`src/rtl/pwr_pkg.sv`:
```
package pwr_pkg;

    localparam int ST_W = 3;
    localparam int PM_W = 2;

    localparam logic [PM_W-1:0] PM_CODE_ON    = '0;
    localparam logic [PM_W-1:0] PM_CODE_SLEEP = '1;

    typedef enum logic [ST_W-1:0] {
        PS_HELD     = 3'd0,
        PS_HELD_OFF = 3'd1,
        PS_UNINIT   = 3'd2,
        PS_ACTIVE   = 3'd3,
        PS_SLEEP    = 3'd4
    } pstate_e;

    typedef struct packed {
        logic apm;
        logic mng;
        logic pme;
        logic pd_dis;
    } nvcfg_t;

    // Power-down may be skipped only with no manageability, no PME and the disable bit set
    function automatic logic off_allowed(input nvcfg_t c);
        return !c.mng && !c.pme && c.pd_dis;
    endfunction

    // Slow link request when dropping back into reset from an operating state
    function automatic logic slow_on_hold(input nvcfg_t c, input logic wake);
        return c.mng | c.pme | wake;
    endfunction

    function automatic logic is_operating(input pstate_e s);
        return (s == PS_UNINIT) || (s == PS_ACTIVE) || (s == PS_SLEEP);
    endfunction

endpackage

```
`src/rtl/pwr_cfg_loader.sv`:
```
module pwr_cfg_loader
    import pwr_pkg::*;
(
    input  logic   clk,
    input  logic   rst,
    input  logic   restart,
    input  logic   done,
    input  nvcfg_t cfg_in,
    output logic   pend,
    output logic   capture,
    output nvcfg_t cfg_q
);

    // A restart in the same cycle as done wins: the load begins again
    assign capture = done && pend && !restart;

    always_ff @(posedge clk) begin
        if (rst) begin
            pend  <= 1'b1;
            cfg_q <= '0;
        end else if (restart) begin
            pend  <= 1'b1;
        end else if (capture) begin
            pend  <= 1'b0;
            cfg_q <= cfg_in;
        end
    end

endmodule

```
`src/rtl/pwr_fsm.sv`:
```
module pwr_fsm
    import pwr_pkg::*;
(
    input  logic            clk,
    input  logic            rst,
    input  logic            plat_rst_n,
    input  logic            hot_rst,
    input  logic            pm_wr,
    input  logic [PM_W-1:0] pm_wr_data,
    input  logic            link_up,
    input  logic            pend,
    input  nvcfg_t          cfg_q,
    output pstate_e         state_q,
    output logic            restart,
    output logic            enter_held
);

    pstate_e nxt;
    logic    wr_on;
    logic    wr_sleep;

    assign wr_on    = pm_wr && (pm_wr_data == PM_CODE_ON);
    assign wr_sleep = pm_wr && (pm_wr_data == PM_CODE_SLEEP);

    always_comb begin
        nxt        = state_q;
        restart    = 1'b0;
        enter_held = 1'b0;
        if (!plat_rst_n) begin
            // platform reset outranks every other cause
            unique case (state_q)
                PS_HELD: begin
                    if (!pend && off_allowed(cfg_q)) nxt = PS_HELD_OFF;
                end
                PS_HELD_OFF: nxt = PS_HELD_OFF;
                default: begin
                    nxt        = PS_HELD;
                    enter_held = 1'b1;
                end
            endcase
        end else begin
            unique case (state_q)
                PS_HELD, PS_HELD_OFF: begin
                    nxt     = PS_UNINIT;
                    restart = 1'b1;
                end
                PS_UNINIT: begin
                    if (hot_rst) begin
                        restart = 1'b1;
                    end else if (!pend && link_up) begin
                        nxt = PS_ACTIVE;
                    end
                end
                PS_ACTIVE: begin
                    if (hot_rst) begin
                        nxt     = PS_UNINIT;
                        restart = 1'b1;
                    end else if (wr_sleep) begin
                        nxt = PS_SLEEP;
                    end
                end
                PS_SLEEP: begin
                    if (hot_rst || wr_on) begin
                        nxt     = PS_UNINIT;
                        restart = 1'b1;
                    end
                end
                default: begin
                    nxt = PS_HELD;
                end
            endcase
        end
    end

    always_ff @(posedge clk) begin
        if (rst) state_q <= PS_HELD;
        else     state_q <= nxt;
    end

endmodule

```
`src/rtl/pwr_out.sv`:
```
module pwr_out
    import pwr_pkg::*;
(
    input  logic    clk,
    input  logic    rst,
    input  pstate_e state_q,
    input  logic    restart,
    input  logic    enter_held,
    input  logic    capture,
    input  logic    pend,
    input  logic    apm_in,
    input  nvcfg_t  cfg_q,
    output logic    wake_en,
    output logic    phy_slow,
    output logic    phy_rst,
    output logic    lp_l3
);

    always_ff @(posedge clk) begin
        if (rst) begin
            wake_en <= 1'b0;
        end else if (restart) begin
            wake_en <= 1'b0;
        end else if (capture) begin
            wake_en <= apm_in;
        end
    end

    always_ff @(posedge clk) begin
        if (rst) begin
            phy_slow <= 1'b0;
        end else if (restart) begin
            phy_slow <= 1'b0;
        end else if (enter_held) begin
            phy_slow <= slow_on_hold(cfg_q, wake_en);
        end else if (capture && (state_q == PS_HELD)) begin
            phy_slow <= apm_in;
        end
    end

    assign phy_rst = (state_q == PS_UNINIT) && pend;
    assign lp_l3   = !cfg_q.pme;

endmodule

```
`src/rtl/pwr_state_ctrl.sv`:
```
module pwr_state_ctrl
    import pwr_pkg::*;
(
    input  logic            clk,
    input  logic            rst,
    input  logic            plat_rst_n,
    input  logic            hot_rst,
    input  logic            cfg_done,
    input  logic            cfg_apm_en,
    input  logic            cfg_mng_en,
    input  logic            cfg_pme_en,
    input  logic            cfg_pd_dis,
    input  logic            link_up,
    input  logic            pm_wr,
    input  logic [PM_W-1:0] pm_wr_data,
    output logic [ST_W-1:0] state,
    output logic            cfg_req,
    output logic            phy_rst,
    output logic            phy_slow,
    output logic            wake_en,
    output logic            lp_l3
);

    nvcfg_t  cfg_in;
    nvcfg_t  cfg_q;
    pstate_e state_q;
    logic    pend;
    logic    capture;
    logic    restart;
    logic    enter_held;

    assign cfg_in = '{apm: cfg_apm_en, mng: cfg_mng_en, pme: cfg_pme_en, pd_dis: cfg_pd_dis};

    pwr_cfg_loader u_loader (
        .clk     (clk),
        .rst     (rst),
        .restart (restart),
        .done    (cfg_done),
        .cfg_in  (cfg_in),
        .pend    (pend),
        .capture (capture),
        .cfg_q   (cfg_q)
    );

    pwr_fsm u_fsm (
        .clk        (clk),
        .rst        (rst),
        .plat_rst_n (plat_rst_n),
        .hot_rst    (hot_rst),
        .pm_wr      (pm_wr),
        .pm_wr_data (pm_wr_data),
        .link_up    (link_up),
        .pend       (pend),
        .cfg_q      (cfg_q),
        .state_q    (state_q),
        .restart    (restart),
        .enter_held (enter_held)
    );

    pwr_out u_out (
        .clk        (clk),
        .rst        (rst),
        .state_q    (state_q),
        .restart    (restart),
        .enter_held (enter_held),
        .capture    (capture),
        .pend       (pend),
        .apm_in     (cfg_apm_en),
        .cfg_q      (cfg_q),
        .wake_en    (wake_en),
        .phy_slow   (phy_slow),
        .phy_rst    (phy_rst),
        .lp_l3      (lp_l3)
    );

    assign state   = state_q;
    assign cfg_req = pend;

endmodule

```
`config.mk`:
```
export PLATFORM = sky130hd
export DESIGN_NAME = pwr_state_ctrl
export DESIGN_NICKNAME = d
export VERILOG_FILES = /design/src/rtl/pwr_pkg.sv /design/src/rtl/pwr_cfg_loader.sv /design/src/rtl/pwr_fsm.sv /design/src/rtl/pwr_out.sv /design/src/rtl/pwr_state_ctrl.sv
export SDC_FILE = /design/constraint.sdc
export NUM_CORES = 1
export LEC_CHECK = 0
export BUFFER_PORTS_ARGS = -buffer_cell sky130_fd_sc_hd__buf_2
export CAP_MARGIN = 30
export CORE_MARGIN = 2
export CORE_UTILIZATION = 41
export DETAILED_ROUTE_END_ITERATION = 10
export GPL_ROUTABILITY_DRIVEN = 0
export PLACE_DENSITY = 0.71
export SETUP_SLACK_MARGIN = 0.5
export SYNTH_ARGS = -nofsm -noshare
export SYNTH_HDL_FRONTEND = slang
export SYNTH_SLANG_ARGS = --single-unit
```
`constraint.sdc`:
```
create_clock -name clk -period 1.35 [get_ports clk]
set_input_delay 0.135 -clock clk [delete_from_list [all_inputs] [get_ports clk]]
set_output_delay 0.135 -clock clk [all_outputs]
set_load 0.005 [all_outputs]
```
Word-level counts from Yosys, hierarchy flattened --
Cells that the tools add are included.
Storage, ports and cells: input bits 13, logic and storage cells 60, output and inout bits 8, register bits 9
Cells by class: muxes and demuxes 17, reduce and logical (&&, ||, !) cells 23, eq/ne operators 10, bitwise operators 3
Operators by type and width (count):
- $mux 3 | 7
- $pmux 3 s4 | 1
- $logic_and 1x1->1 | 10
- $ne 3x2->1 const B | 3
- $mux 1 | 7
- $eq 3x2->1 const B | 2
- $pmux 3 s2 | 1
- $reduce_or 2->1 | 3
- $reduce_and 5->1 | 1
- $logic_not 1->1 | 4
- $ne 4x3->1 const B | 1
- $eq 3x1->1 const B | 1
- $eq 3x3->1 const B | 1
- $logic_not 3->1 | 1
- $ne 3x3->1 const B | 1
- $pmux 1 s3 | 1
- $eq 2x2->1 const B | 1
- $logic_not 2->1 | 1
- $or 1x1->1 | 2
- $reduce_and 2->1 | 1
- $reduce_bool 2->1 | 1
- $logic_or 1x1->1 | 1
- $not 1->1 | 1

Logic depth before layout (Yosys ltp) --
depth after elaboration 11, gate-level depth with buffers 5, mapped depth without buffers 4

By module --
From an unflattened synthesis, not the netlist that was laid out.
Unflattened totals: cells, all modules 69, area total of the unflattened synthesis 616.8 um^2
Modules (own cells, without submodules):
- pwr_fsm | area an instance 267.8 um^2, cells an instance 35, sequential area each 60.1 um^2, times used 1
- pwr_cfg_loader | area an instance 222.7 um^2, cells an instance 22, sequential area each 100.1 um^2, times used 1
- pwr_out | area an instance 126.4 um^2, cells an instance 12, sequential area each 40.0 um^2, times used 1

Worst setup path after synthesis --
OpenSTA, ideal clock, no wires.
kind reg2reg, start point register u_fsm.state_q[1], end point register u_loader.pend, cell stages (with the launch flop) 5, arrival time 1.224 ns, path slack 0.013 ns, buffers on the path 0, library setup time 0.114 ns, period minus slack after synthesis 1.337 ns, required time 1.236 ns, cell sequence dfxtp_1 > nor4bb_4 > a21boi_4 > or3_4 > a21o_1
On the way: cells in the longest elaborated chain, start to end 6, elaborated cells on any way between the ends 12, classes of those cells eq/ne: 4; mux: 2; reduce/logical: 6
RTL lines:
- start: declaration | RTL line pwr_fsm.sv:13 | output pstate_e state_q,
- start signal: assignment | RTL line pwr_fsm.sv:77 | else state_q <= nxt;
- $eq 3x2->1, or another cell as far along | RTL line pwr_fsm.sv:42 | unique case (state_q)
- $reduce_or 2->1 (no source line)
- $pmux 1 s3 * | RTL line pwr_fsm.sv:42
- $mux 1 * | RTL line pwr_fsm.sv:29 | if (!plat_rst_n) begin
- $logic_not 1->1 | RTL line pwr_cfg_loader.sv:15 | assign capture = done && pend && !restart;
- $logic_and 1x1->1 | RTL line pwr_cfg_loader.sv:15
- end signal: assignment | RTL line pwr_cfg_loader.sv:19 | pend <= 1'b1;
- end signal: assignment | RTL line pwr_cfg_loader.sv:22 | pend <= 1'b1;
- end signal: assignment | RTL line pwr_cfg_loader.sv:24 | pend <= 1'b0;
- end: declaration | RTL line pwr_cfg_loader.sv:9 | output logic pend,
Mark *: on every way between the ends. The rest lies on a longest branch, timed or not. A chain may end at the register's enable or synchronous reset.

Final worst setup path --
start point register u_fsm.state_q[2], end point register u_loader.pend
The elaborated chain is that of the path after synthesis.

==> results.md <==
* WL/cell at 13.7 microns
* Hold slack at 0.117 ns
* Period utilization at 0.967
* Final min period at 1.31 ns
* DRT antenna net count at 0
* Post-synth EDFFs at 0
* Max incr delay on CP at 0.39 ns
* DIE WIDTH at 41.2 microns
* Clock Path Buffers at 2
* Max_cap viols at 0
* Reg clk slew, reported paths at 0.07 ns
* Drt total wl at 1480 microns
* Clock Latency Late Sink at 0.27 ns
* Core area at 1300 sq um
* Dpl ws at 0.0457 ns
* Post-layout util at 0.634
* Worst-Margin Slew at 0.489 ns
* DR vias/cell at 5.37
* Final Slew Violations at 0
* Row Count at 13
* Layout overhead on the synthesized area at 45.2%
* Required time of the critical path at 1.51 ns
* Crit Path Class: flip-flop to flip-flop
* Startpoint Class: flip-flop
* Synth Net Count at 77
* Drt drc at 0
* Post-synthesis register bit count at 9
* P_leak at 0.000356 uW
* Hold path start: cfg_pme_en
* Depth of the worst register-to-register path at 4
* TritonCTS buffer count at 3
* Maximum clock frequency at 766 MHz
* Total GRT Usage at 0.210
* I/O Buffers at 20
* Drt first-iter violations at 11
* FF-to-FF setup slack at 0.04 ns
* NumNets Final at 107
* Unrepaired setup endpoints after global routing: yes
* Worst Hold Class: input pin to flip-flop
* Yosys warns at 0
* Hold path depth at 3
* First-pass GRT wire length at 2250 microns
* Root Driver: clkbuf_4
* Fin cells at 108
* Seq/Total Area, Yosys at 0.317
* Worst path buffer plus inverter count at 0
* Critical R2R Capture: u_loader.pend
* Layout cell share with drive strength beyond 1 at 0.505
* Worst R2R Start: u_fsm.state_q[2]
* Area leader, netlist: dfxtp_1
* Status: finished clean
* Full die area at 1700 sq um
* Post-CTS Hold Fix Bufs at 0
* Clock Skews at 0.00692 ns
* Placed Cells incl. Taps at 100
* Worst path cell trace: nor4bb_4, a21boi_4, or3_4, a21o_1
* H-tree depth at 1
* Family with the most delay on the worst path: simple AND/OR/NAND/NOR gates
* I/O Pins at 21
* DR pass1 iterations at 4
* Synthesized area per cell at 8.88 sq um
* Mapped Area at 568 sq um
* Setup Total Neg Slack at 0 ns
* CP max-delay cell: or3_4
* Hold Vio Cnt, Final at 0
* Slew Limit Headroom at 0.672
* Data arrival, critical path at 1.46 ns
* Diode count at 0
* Area fraction of the dominant cell type after synthesis at 0.317
* Worst IR Drop VDD at 0.358 mV
* Final WS setup at 0.0442 ns
* # setup viols final at 0
* Dominant cells by area after synthesis: dfxtp_1, mux2i_1, nand2b_1
* Vias in the first global route at 529
* Initial antenna violation count at 0
* CP max FO at 5
* Unique cell type count in the Yosys netlist at 28
* Die Ht at 41.2 microns
* Initial Utilization at 0.437
* Routed vias at 580
* Ys async rst share at 0
* Total gr overflow at 0
* Main flop type after synthesis: dfxtp_1
* Filler cell count at 118
* CTS tree: built
* Hold Path Sink: u_loader.cfg_q[1]
* Clock Sinks at 9
* Power Dens Cells at 804 nW/um^2
* Largest net degree at the start of global routing at 12
* Mapped Cells at 64
* Final HPWL DP at 1050 microns
* Element type at the critical path end: flip-flop
## final cells by class
| class | count | area [sq um] | share of cell area |
|---|---|---|---|
| sequential | 9 | 199 | 0.241 |
| tap | 15 | 18.8 | 0.0228 |
| clock buffer | 4 | 26.3 | 0.0319 |
| inverter | 5 | 18.8 | 0.0228 |
| timing repair buffer | 27 | 185 | 0.225 |
| multi-input combinational | 48 | 377 | 0.457 |
## how the worst max path moves through the flow
stage	from	to	slack [ns]	cells past startpoint
5_1_grt	u_fsm.state_q[2]	phy_rst	-0.01	4
2_1_floorplan	u_fsm.state_q[2]	u_loader.pend	0.1	4
3_3_place_gp	pm_wr_data[1]	u_loader.cfg_q[0]	0.07	5
6_report	u_fsm.state_q[2]	u_loader.pend	0.04	4
4_1_cts	u_fsm.state_q[2]	phy_rst	0.05	4
3_5_place_dp	pm_wr_data[1]	u_loader.cfg_q[2]	0.05	5
## worst min-delay path, stage by stage
cell	delay, ns
buf_2	0.09
nand2b_1	0.06
mux2i_1	0.06
## kinds of logic (layout without fill, tap and decap cells)
family / Yosys count / after routing / share of synthesized area
AOI/OAI and AO/OA: 12 / 12 / 0.170
buffers and inverters: 7 / 36 / 0.0595
DFF: 9 / 9 / 0.317
muxes: 4 / 4 / 0.0705
and+or+nand+nor: 32 / 32 / 0.383
## routing by layer
metal	global-route usage	wire length (microns)
met5	0	0
met4	0.0726	0
met3	0.0815	74
met2	0.363	775
met1	0.232	633
## report_power, final
part,switching [uW],total (uW),internal (uW)
clock,103,217,114
sequential,19.7,297,277
combinational,64.8,149,83.9
## Yosys cell counts (all sizes together) (2+ instances only)
cell type,instances
mux2i,4
inv,5
nand2,4
nand2b,6
a21oi,2
or3b,2
nor2b,2
a211oi,3
dfxtp,9
o21ai,3
nor4,2
nand3,7
## sequential cells by signal, summed over array words and instances, names as in the netlist
signal,count
u_out.phy_slow,1
u_loader.cfg_q,3
u_fsm.state_q,3
u_loader.pend,1
u_out.wake_en,1
## layout by cell type, fill, tap and decap left out, drive strengths merged, types with 2 or more instances in the layout
master and instances:
a211oi 3, a21oi 2, buf 27, clkbuf 4, dfxtp 9, inv 5
mux2i 4, nand2 4, nand2b 6, nand3 7, nor2b 2, nor4 2
o21ai 3, or3b 2
## stage by stage
stage | power, uW | instance area (sq um)
final | 663 | 825
after global routing | 699 | 825
after CTS | 654 | 783
after detailed placement | 422 | 704
after global placement | 420 | 704
after floorplan | 373 | 578
## repair_timing
item / in CTS / in global routing
pin swaps: 2 / 0
setup buffers: 2 / 2
endpoints found under the setup margin: 16 / 17
gates resized for setup: 10 / 7
Note: power is estimated with default switching activity, not from simulation.
